===== src/rtl/lfsr_vtg_pkg.sv =====
package lfsr_vtg_pkg;
    localparam int unsigned CNT_W = 16;
    localparam logic [CNT_W-1:0] SEED = '1;

    typedef enum logic {
        ST_IDLE = 1'b0,
        ST_RUN  = 1'b1
    } vtg_state_e;

    // one step: shift left, feedback from bits 15, 4, 2, 1
    function automatic logic [CNT_W-1:0] lfsr_step(input logic [CNT_W-1:0] s);
        return {s[CNT_W-2:0], s[15] ^ s[4] ^ s[2] ^ s[1]};
    endfunction
endpackage


===== src/rtl/vtg_axis_counter.sv =====
module vtg_axis_counter
    import lfsr_vtg_pkg::*;
(
    input  logic             clk,
    input  logic             rst_n,
    input  logic             clr,
    input  logic             step,
    input  logic [CNT_W-1:0] end_val,
    output logic [CNT_W-1:0] cnt,
    output logic             at_end
);
    assign at_end = (cnt == end_val);

    always_ff @(posedge clk or negedge rst_n) begin
        if (!rst_n)
            cnt <= SEED;
        else if (clr)
            cnt <= SEED;
        else if (step)
            cnt <= at_end ? SEED : lfsr_step(cnt);
    end


    cnt_nonzero_chk: assert property (@(posedge clk) disable iff (!rst_n)
        cnt != '0);


    clr_seed_chk: assert property (@(posedge clk) disable iff (!rst_n)
        clr |=> cnt == SEED);
endmodule


===== src/rtl/vtg_window.sv =====
module vtg_window
    import lfsr_vtg_pkg::*;
(
    input  logic             clk,
    input  logic             rst_n,
    input  logic             clr,
    input  logic             upd,
    input  logic [CNT_W-1:0] cnt,
    input  logic [CNT_W-1:0] start_val,
    input  logic [CNT_W-1:0] stop_val,
    output logic             q
);
    always_ff @(posedge clk or negedge rst_n) begin
        if (!rst_n)
            q <= 1'b0;
        else if (clr)
            q <= 1'b0;
        else if (upd) begin
            if (cnt == stop_val)
                q <= 1'b0;
            else if (cnt == start_val)
                q <= 1'b1;
        end
    end


    win_hold_chk: assert property (@(posedge clk) disable iff (!rst_n)
        (!clr && !upd) |=> $stable(q));


    win_stop_chk: assert property (@(posedge clk) disable iff (!rst_n)
        (upd && cnt == stop_val) |=> !q);
endmodule


===== src/rtl/lfsr_vtg_top.sv =====
module lfsr_vtg_top
    import lfsr_vtg_pkg::*;
(
    input  logic             clk,
    input  logic             rst_n,
    input  logic             en,
    input  logic             pix_ce,
    input  logic [CNT_W-1:0] h_disp_start,
    input  logic [CNT_W-1:0] h_disp_stop,
    input  logic [CNT_W-1:0] h_end,
    input  logic [CNT_W-1:0] h_sync_start,
    input  logic [CNT_W-1:0] h_sync_stop,
    input  logic [CNT_W-1:0] v_disp_start,
    input  logic [CNT_W-1:0] v_disp_stop,
    input  logic [CNT_W-1:0] v_end,
    input  logic [CNT_W-1:0] v_sync_start,
    input  logic [CNT_W-1:0] v_sync_stop,
    output logic             hsync,
    output logic             vsync,
    output logic             disp_en,
    output logic             line_start,
    output logic             frame_start
);
    localparam int unsigned N_WIN = 4;
    localparam int unsigned W_HS = 0, W_HD = 1, W_VS = 2, W_VD = 3;

    vtg_state_e state_q, state_d;
    logic [CNT_W-1:0] h_cnt, v_cnt;
    logic h_at_end, v_at_end;
    logic step, clr;
    logic [N_WIN-1:0] win_q;
    logic [CNT_W-1:0] win_cnt   [N_WIN];
    logic [CNT_W-1:0] win_start [N_WIN];
    logic [CNT_W-1:0] win_stop  [N_WIN];

    always_comb begin
        state_d = state_q;
        unique case (state_q)
            ST_IDLE: if (en)  state_d = ST_RUN;
            ST_RUN:  if (!en) state_d = ST_IDLE;
            default: state_d = ST_IDLE;
        endcase
    end

    always_ff @(posedge clk or negedge rst_n) begin
        if (!rst_n) state_q <= ST_IDLE;
        else        state_q <= state_d;
    end

    assign clr  = !en;
    assign step = (state_q == ST_RUN) && en && pix_ce;

    vtg_axis_counter u_hcnt (
        .clk(clk), .rst_n(rst_n), .clr(clr), .step(step),
        .end_val(h_end), .cnt(h_cnt), .at_end(h_at_end)
    );

    vtg_axis_counter u_vcnt (
        .clk(clk), .rst_n(rst_n), .clr(clr), .step(step && h_at_end),
        .end_val(v_end), .cnt(v_cnt), .at_end(v_at_end)
    );

    always_comb begin
        win_cnt[W_HS] = h_cnt; win_start[W_HS] = h_sync_start; win_stop[W_HS] = h_sync_stop;
        win_cnt[W_HD] = h_cnt; win_start[W_HD] = h_disp_start; win_stop[W_HD] = h_disp_stop;
        win_cnt[W_VS] = v_cnt; win_start[W_VS] = v_sync_start; win_stop[W_VS] = v_sync_stop;
        win_cnt[W_VD] = v_cnt; win_start[W_VD] = v_disp_start; win_stop[W_VD] = v_disp_stop;
    end

    for (genvar i = 0; i < N_WIN; i++) begin : g_win
        vtg_window u_win (
            .clk(clk), .rst_n(rst_n), .clr(clr), .upd(step),
            .cnt(win_cnt[i]), .start_val(win_start[i]), .stop_val(win_stop[i]),
            .q(win_q[i])
        );
    end

    always_ff @(posedge clk or negedge rst_n) begin
        if (!rst_n) begin
            line_start  <= 1'b0;
            frame_start <= 1'b0;
        end else begin
            line_start  <= step && h_at_end;
            frame_start <= step && h_at_end && v_at_end;
        end
    end

    assign hsync   = win_q[W_HS];
    assign vsync   = win_q[W_VS];
    assign disp_en = win_q[W_HD] && win_q[W_VD];


    en_low_quiet_chk: assert property (@(posedge clk) disable iff (!rst_n)
        !en |=> (!hsync && !vsync && !disp_en && !line_start && !frame_start));


    ce_gap_hold_chk: assert property (@(posedge clk) disable iff (!rst_n)
        (state_q == ST_RUN && en && !pix_ce) |=>
            ($stable(hsync) && $stable(vsync) && $stable(disp_en)));


    frame_in_line_chk: assert property (@(posedge clk) disable iff (!rst_n)
        frame_start |-> line_start);


    line_pulse_chk: assert property (@(posedge clk) disable iff (!rst_n)
        line_start |-> $past(pix_ce) && $past(en));
endmodule


===== config.mk =====
export PLATFORM = sky130hd
export DESIGN_NAME = lfsr_vtg_top
export DESIGN_NICKNAME = d
export VERILOG_FILES = /design/src/rtl/lfsr_vtg_pkg.sv /design/src/rtl/vtg_axis_counter.sv /design/src/rtl/vtg_window.sv /design/src/rtl/lfsr_vtg_top.sv
export SDC_FILE = /design/constraint.sdc
export NUM_CORES = 1
export LEC_CHECK = 0
export BUFFER_PORTS_ARGS = -buffer_cell sky130_fd_sc_hd__buf_2
export CORE_MARGIN = 5
export CORE_UTILIZATION = 47
export CTS_CLUSTER_DIAMETER = 150
export CTS_CLUSTER_SIZE = 20
export DETAILED_ROUTE_END_ITERATION = 12
export GPL_TIMING_DRIVEN = 0
export PLACE_DENSITY = 0.8
export SYNTH_ARGS = -nofsm -noshare
export SYNTH_HDL_FRONTEND = slang
export SYNTH_SLANG_ARGS = --single-unit

===== constraint.sdc =====
create_clock -name clk -period 3.74 [get_ports clk]
set_clock_uncertainty 0.2 [all_clocks]
set_input_delay 0.374 -clock clk [delete_from_list [all_inputs] [get_ports clk]]
set_output_delay 0.374 -clock clk [all_outputs]
set_load 0.005 [all_outputs]

# Yosys cells after proc, flatten, opt, wreduce, memory -nomap -nowiden
# Index checks and enable logic that the tools add are counted.
[word_totals]
regBits = 39
in_bits = 164
output_inout_bits = 5
wordCells = 63
[classes]
eq_ne = 16
n_mux = 23
n_bitwise = 6
n_reduce_logical = 9
[ops]
columns = ["cell", "count"]
rows = [
  ["$eq 16x16->1", 10],
  ["$mux 16", 6],
  ["$mux 1", 17],
  ["$ne 3x1->1 const B", 4],
  ["$reduce_and 2->1", 4],
  ["$xor 1x1->1", 6],
  ["$logic_and 1x1->1", 5],
  ["$ne 2x1->1 const B", 2],
]

# Depth between registers and ports, before layout
[logic_depth]
ltp_word = 6
mapped_depth = 7
mapped_depth_nobuf = 5

# Cells and area by module
# Synthesis repeated with hierarchy kept, for this count alone.
[unflattened]
cells_unflattened = 380
area_unflattened_um2 = 3603.5
[modules_own_cells]
columns = ["mod", "instances", "cells_per_inst", "area_each_um2"]
rows = [
  ["vtg_axis_counter", 2, 96, 985.9],
  ["vtg_window", 4, 45, 380.4],
  ["lfsr_vtg_top", 1, 8, 110.1],
]

# Worst setup path before layout
# No wires, ideal clock.
[synth_timing]
path_kind = "register -> register"
from = "reg u_hcnt.cnt[4]"
to = "reg u_vcnt.cnt[0]"
setup_ps = 75
arrival_ps = 1776
setup_slack_ps = 1689
stages_incl_launch_ff = 8
n_path_buf = 2
synth_period_minus_slack_ps = 2051
path_cell_list = "dfstp_2 > buf_2 > xor2_1 > nor4_2 > nand4_2 > nor2_8 > buf_12 > mux2i_1"
[synth_between]
elab_chain_len = 3
[synth_rtl]
columns = ["item", "line", "rtl"]
rows = [
  ["start, declared", "vtg_axis_counter.sv:9", "output logic [CNT_W-1:0] cnt,"],
  ["start signal, assigned", "vtg_axis_counter.sv:20", "cnt <= at_end ? SEED : lfsr_step(cnt);"],
  ["$eq 16x16->1", "vtg_axis_counter.sv:12", "assign at_end = (cnt == end_val);"],
  ["$logic_and 1x1->1", "lfsr_vtg_top.sv:59", ".clk(clk), .rst_n(rst_n), .clr(clr), .step(step && h_at_end),"],
  ["named net u_vcnt.step", "vtg_axis_counter.sv:7", "input logic step,"],
  ["$ne 2x1->1 (no source line)", "-", ""],
  ["end signal, assigned", "vtg_axis_counter.sv:20", ""],
  ["end, declared", "vtg_axis_counter.sv:9", ""],
]
# The timed path passes the listed nets, and every way through them passes these cells.
# A chain may end at the register's enable or synchronous reset.

# Final worst setup path
[layout_timing]
from = "reg u_vcnt.cnt[14]"
to = "reg u_vcnt.cnt[0]"
[layout_between]
elab_chain_len = 4
[layout_rtl]
columns = ["item", "line", "rtl"]
rows = [
  ["$eq 16x16->1", "vtg_axis_counter.sv:12", ""],
  ["$mux 16", "vtg_axis_counter.sv:20", ""],
  ["$mux 16", "vtg_axis_counter.sv:19", "else if (step)"],
  ["$mux 16", "vtg_axis_counter.sv:17", "else if (clr)"],
]
# No other way between the ends. The select of a mux whose other input is x is not followed.

==> metrics.csv <==
stage,metric,value,unit
job,cap_viol_max_count,0,
power_and_ir_drop,p_per_area,201.9,nW/um^2
yosys,yosys.area.top_type_share,22.55,%
routing,dr.pass1.iters,4,
critical_path,timing.rr.start,u_vcnt.cnt[14],
critical_path,reg2reg_slack,1.25,ns
layout,mostFrequentLayoutCell,buf_2,
timing,setup_viol,0,
global_routing,grt_start_max_net_pins,40,
timing,max_freq,402.2,MHz
power_and_ir_drop,peakVddDrop,0.1713,mV
floorplanning,coreArea,7727,um^2
floorplanning,initial_core_util,48.25,%
critical_path,crit_fanout,6,
routing,drt.antenna.violating_nets,0,
place,place_congestion,0.8334,
critical_path,rr_endpoint,u_vcnt.cnt[0],
yosys,synth_top_cells_by_area,"dfstp_2 (23%), xnor2_1 (20%), xor2_1 (19%)",
clock_tree,cts_buffers,5,
layout,fin_area,4797,um^2
clock_tree,cts_sinks,39,
critical_path,reg2reg_depth,6,
timing,drv_slew,0,
layout,mostFrequentLayoutCells,"buf_2 (181), xnor2_1 (84), xor2_1 (80)",
critical_path,endpoint_kind,register,
outcome,outcome,finished with violations,
critical_path,cp-start-kind,register,
routing,route.vias.total,3425,
routing,via_per_inst,5.213,
clock_tree,clk_latency,0.28,ns
layout,area_growth,28.66,%
power_and_ir_drop,total_power,0.0009687,W
timing,slew_headroom,39.44,%
routing,drc,0,
clock_tree,cts_root_buf,clkbuf_8,
floorplanning,num_rows,32,
timing,whs,-0.01306,ns
timing,finalHoldViolCount,7,
clock_tree,postCtsResizedCells,0,
yosys,ys_seq_area_share,27.25,%
place,dpl.hpwl,9.491,mm
floorplanning,die_w,99.07,um
critical_path,critPathArrivalTime,2.50,ns
global_routing,grt_pass1_vias,3586,
place,port_buffers,168,
clock_tree,postCtsSetupRepairBufs,0,
layout,instances_no_fill,657,
yosys,synthDistinctLibCells,29,
clock_tree,cts_hold_buf,0,
power_and_ir_drop,leakage,1.935,nW
routing,wl_per_cell,17.86,um
critical_path,worstSetupPathType,reg2reg,
global_routing,grt_overflow,0,
yosys,syn_inst,379,
yosys,synth_top_area_cell,dfstp_2,
timing,rsz0062_at_grt,no,
floorplanning,die_h,99.07,um
yosys,synth_nets,543,
layout,n_antenna_cell,0,
outcome,violations,hold timing,
timing,worst_pin_slew,0.9001,ns
place,placed_cells,649,
yosys,yosysWarnings,0,
global_routing,grt_pass1_wl,18.08,mm
yosys,netlist_area,3729,um^2
critical_path,cp-endpoint,u_vcnt.cnt[0],
layout,layout-drive-gt1-share,45.41,%
clock_tree,clock_path_buffers,2,
clock_tree,htreeDepth,2,
routing,drtIter0Drc,244,
place,placed_cell_area,4697,um^2
timing,min_period_over_period,66.49,%
timing,setup_tns,0,ns
floorplanning,ios,169,
routing,wirelength,11.74,mm
critical_path,cp.required,3.76,ns
critical_path,crit_start,u_vcnt.cnt[14],
floorplanning,die-area,9815,um^2
clock_tree,clk_pin_slew,0.07,ns
yosys,synth-seq-cells,39,
global_routing,grt.total_usage,23.38,%
layout,nNetsFinal,718,
clock_tree,cts_tree,built,
global_routing,antenna_found_initial,0,
timing,finalWorstPathRequiredPeriod,2.487,ns
worst_hold_path,hp-class,in2async,
yosys,syn_area_per_cell,9.838,um^2
## registers in the layout (all words and copies together) (netlist names)
register	cells
line_start	1
u_vcnt.cnt	16
frame_start	1
state_q	1
u_hcnt.cnt	16
g_win.u_win.q	4
## worst max-delay path: stages, from the launching register on
cell and delay (ns):
dfstp_2 0.52, clkbuf_1 0.37, xnor2_1 0.17, nand4_1 0.16, nor4_1 0.71, nor2_1 0.12, mux2i_1 0.16
## report_power, final
group | switching, W | internal (W)
registers | 0.000000448 | 0.000426
clock network | 0.000141 | 0.000168
logic | 0.000110 | 0.000124
## per-layer routing
metal | track usage, % | wire [um] | up-vias
li1 | - | - | 1613
met1 | 30.24 | 4594 | 1663
met2 | 40.55 | 6196 | 122
met3 | 3.539 | 714 | 27
met4 | 6.303 | 230 | 0
met5 | 0 | 0 | -
## cell type report
class	instances	area [um^2]
fill	642	2930
multi-input combinational	300	2425
sequential	39	1016
timing repair buffer	168	840.8
buffer	40	287.8
tap	102	127.6
clock buffer	8	100.1
## logic make-up (layout without fill, tap and decap cells)
family	after synthesis	count (layout)	share of synthesized area, %
XOR/XNOR	166	166	39.40
AND/OR/NAND/NOR	97	97	16.04
buffers and inverters	40	216	7.718
flip-flops	39	39	27.25
AO/OA/AOI/OAI	21	21	5.302
multiplexers	16	16	4.295
## synthesized netlist by cell type
master,count
buf_4,12
nand2b_1,1
xor2_2,2
o41ai_2,1
nand3_1,8
nor3_1,8
xor2_1,80
nor2_1,14
nor4_1,17
buf_12,1
nand2_1,1
nand4_2,1
xnor2_1,84
o22a_2,1
nor2b_1,18
o22a_1,15
and2_1,3
clkbuf_1,5
buf_6,8
buf_1,1
mux2i_1,16
o211a_1,4
nand3_2,1
nor2_8,1
dfrtp_1,7
dfstp_2,32
nor4_2,4
buf_2,13
nand4_1,20
## through the flow
| step | setup slack (ns) | utilization, % |
|---|---|---|
| final | 1.253 | 62.08 |
| after global routing | 1.068 | 62.08 |
| after CTS | 1.285 | 62.08 |
| after global placement | 1.296 | 60.78 |
| after floorplan | 1.689 | - |
| after detailed placement | 1.309 | 60.78 |
## worst min path at each step
stage	startpoint	to	slack, ns
finish	rst_n	state_q	-0.01
global route	rst_n	frame_start	0.03
floorplan	rst_n	frame_start	-0.12
CTS	rst_n	frame_start	0.008
global placement	g_win[1].u_win.q	g_win[1].u_win.q	0.30
detailed placement	g_win[1].u_win.q	g_win[1].u_win.q	0.31
Power figures use the tool's default switching activity.
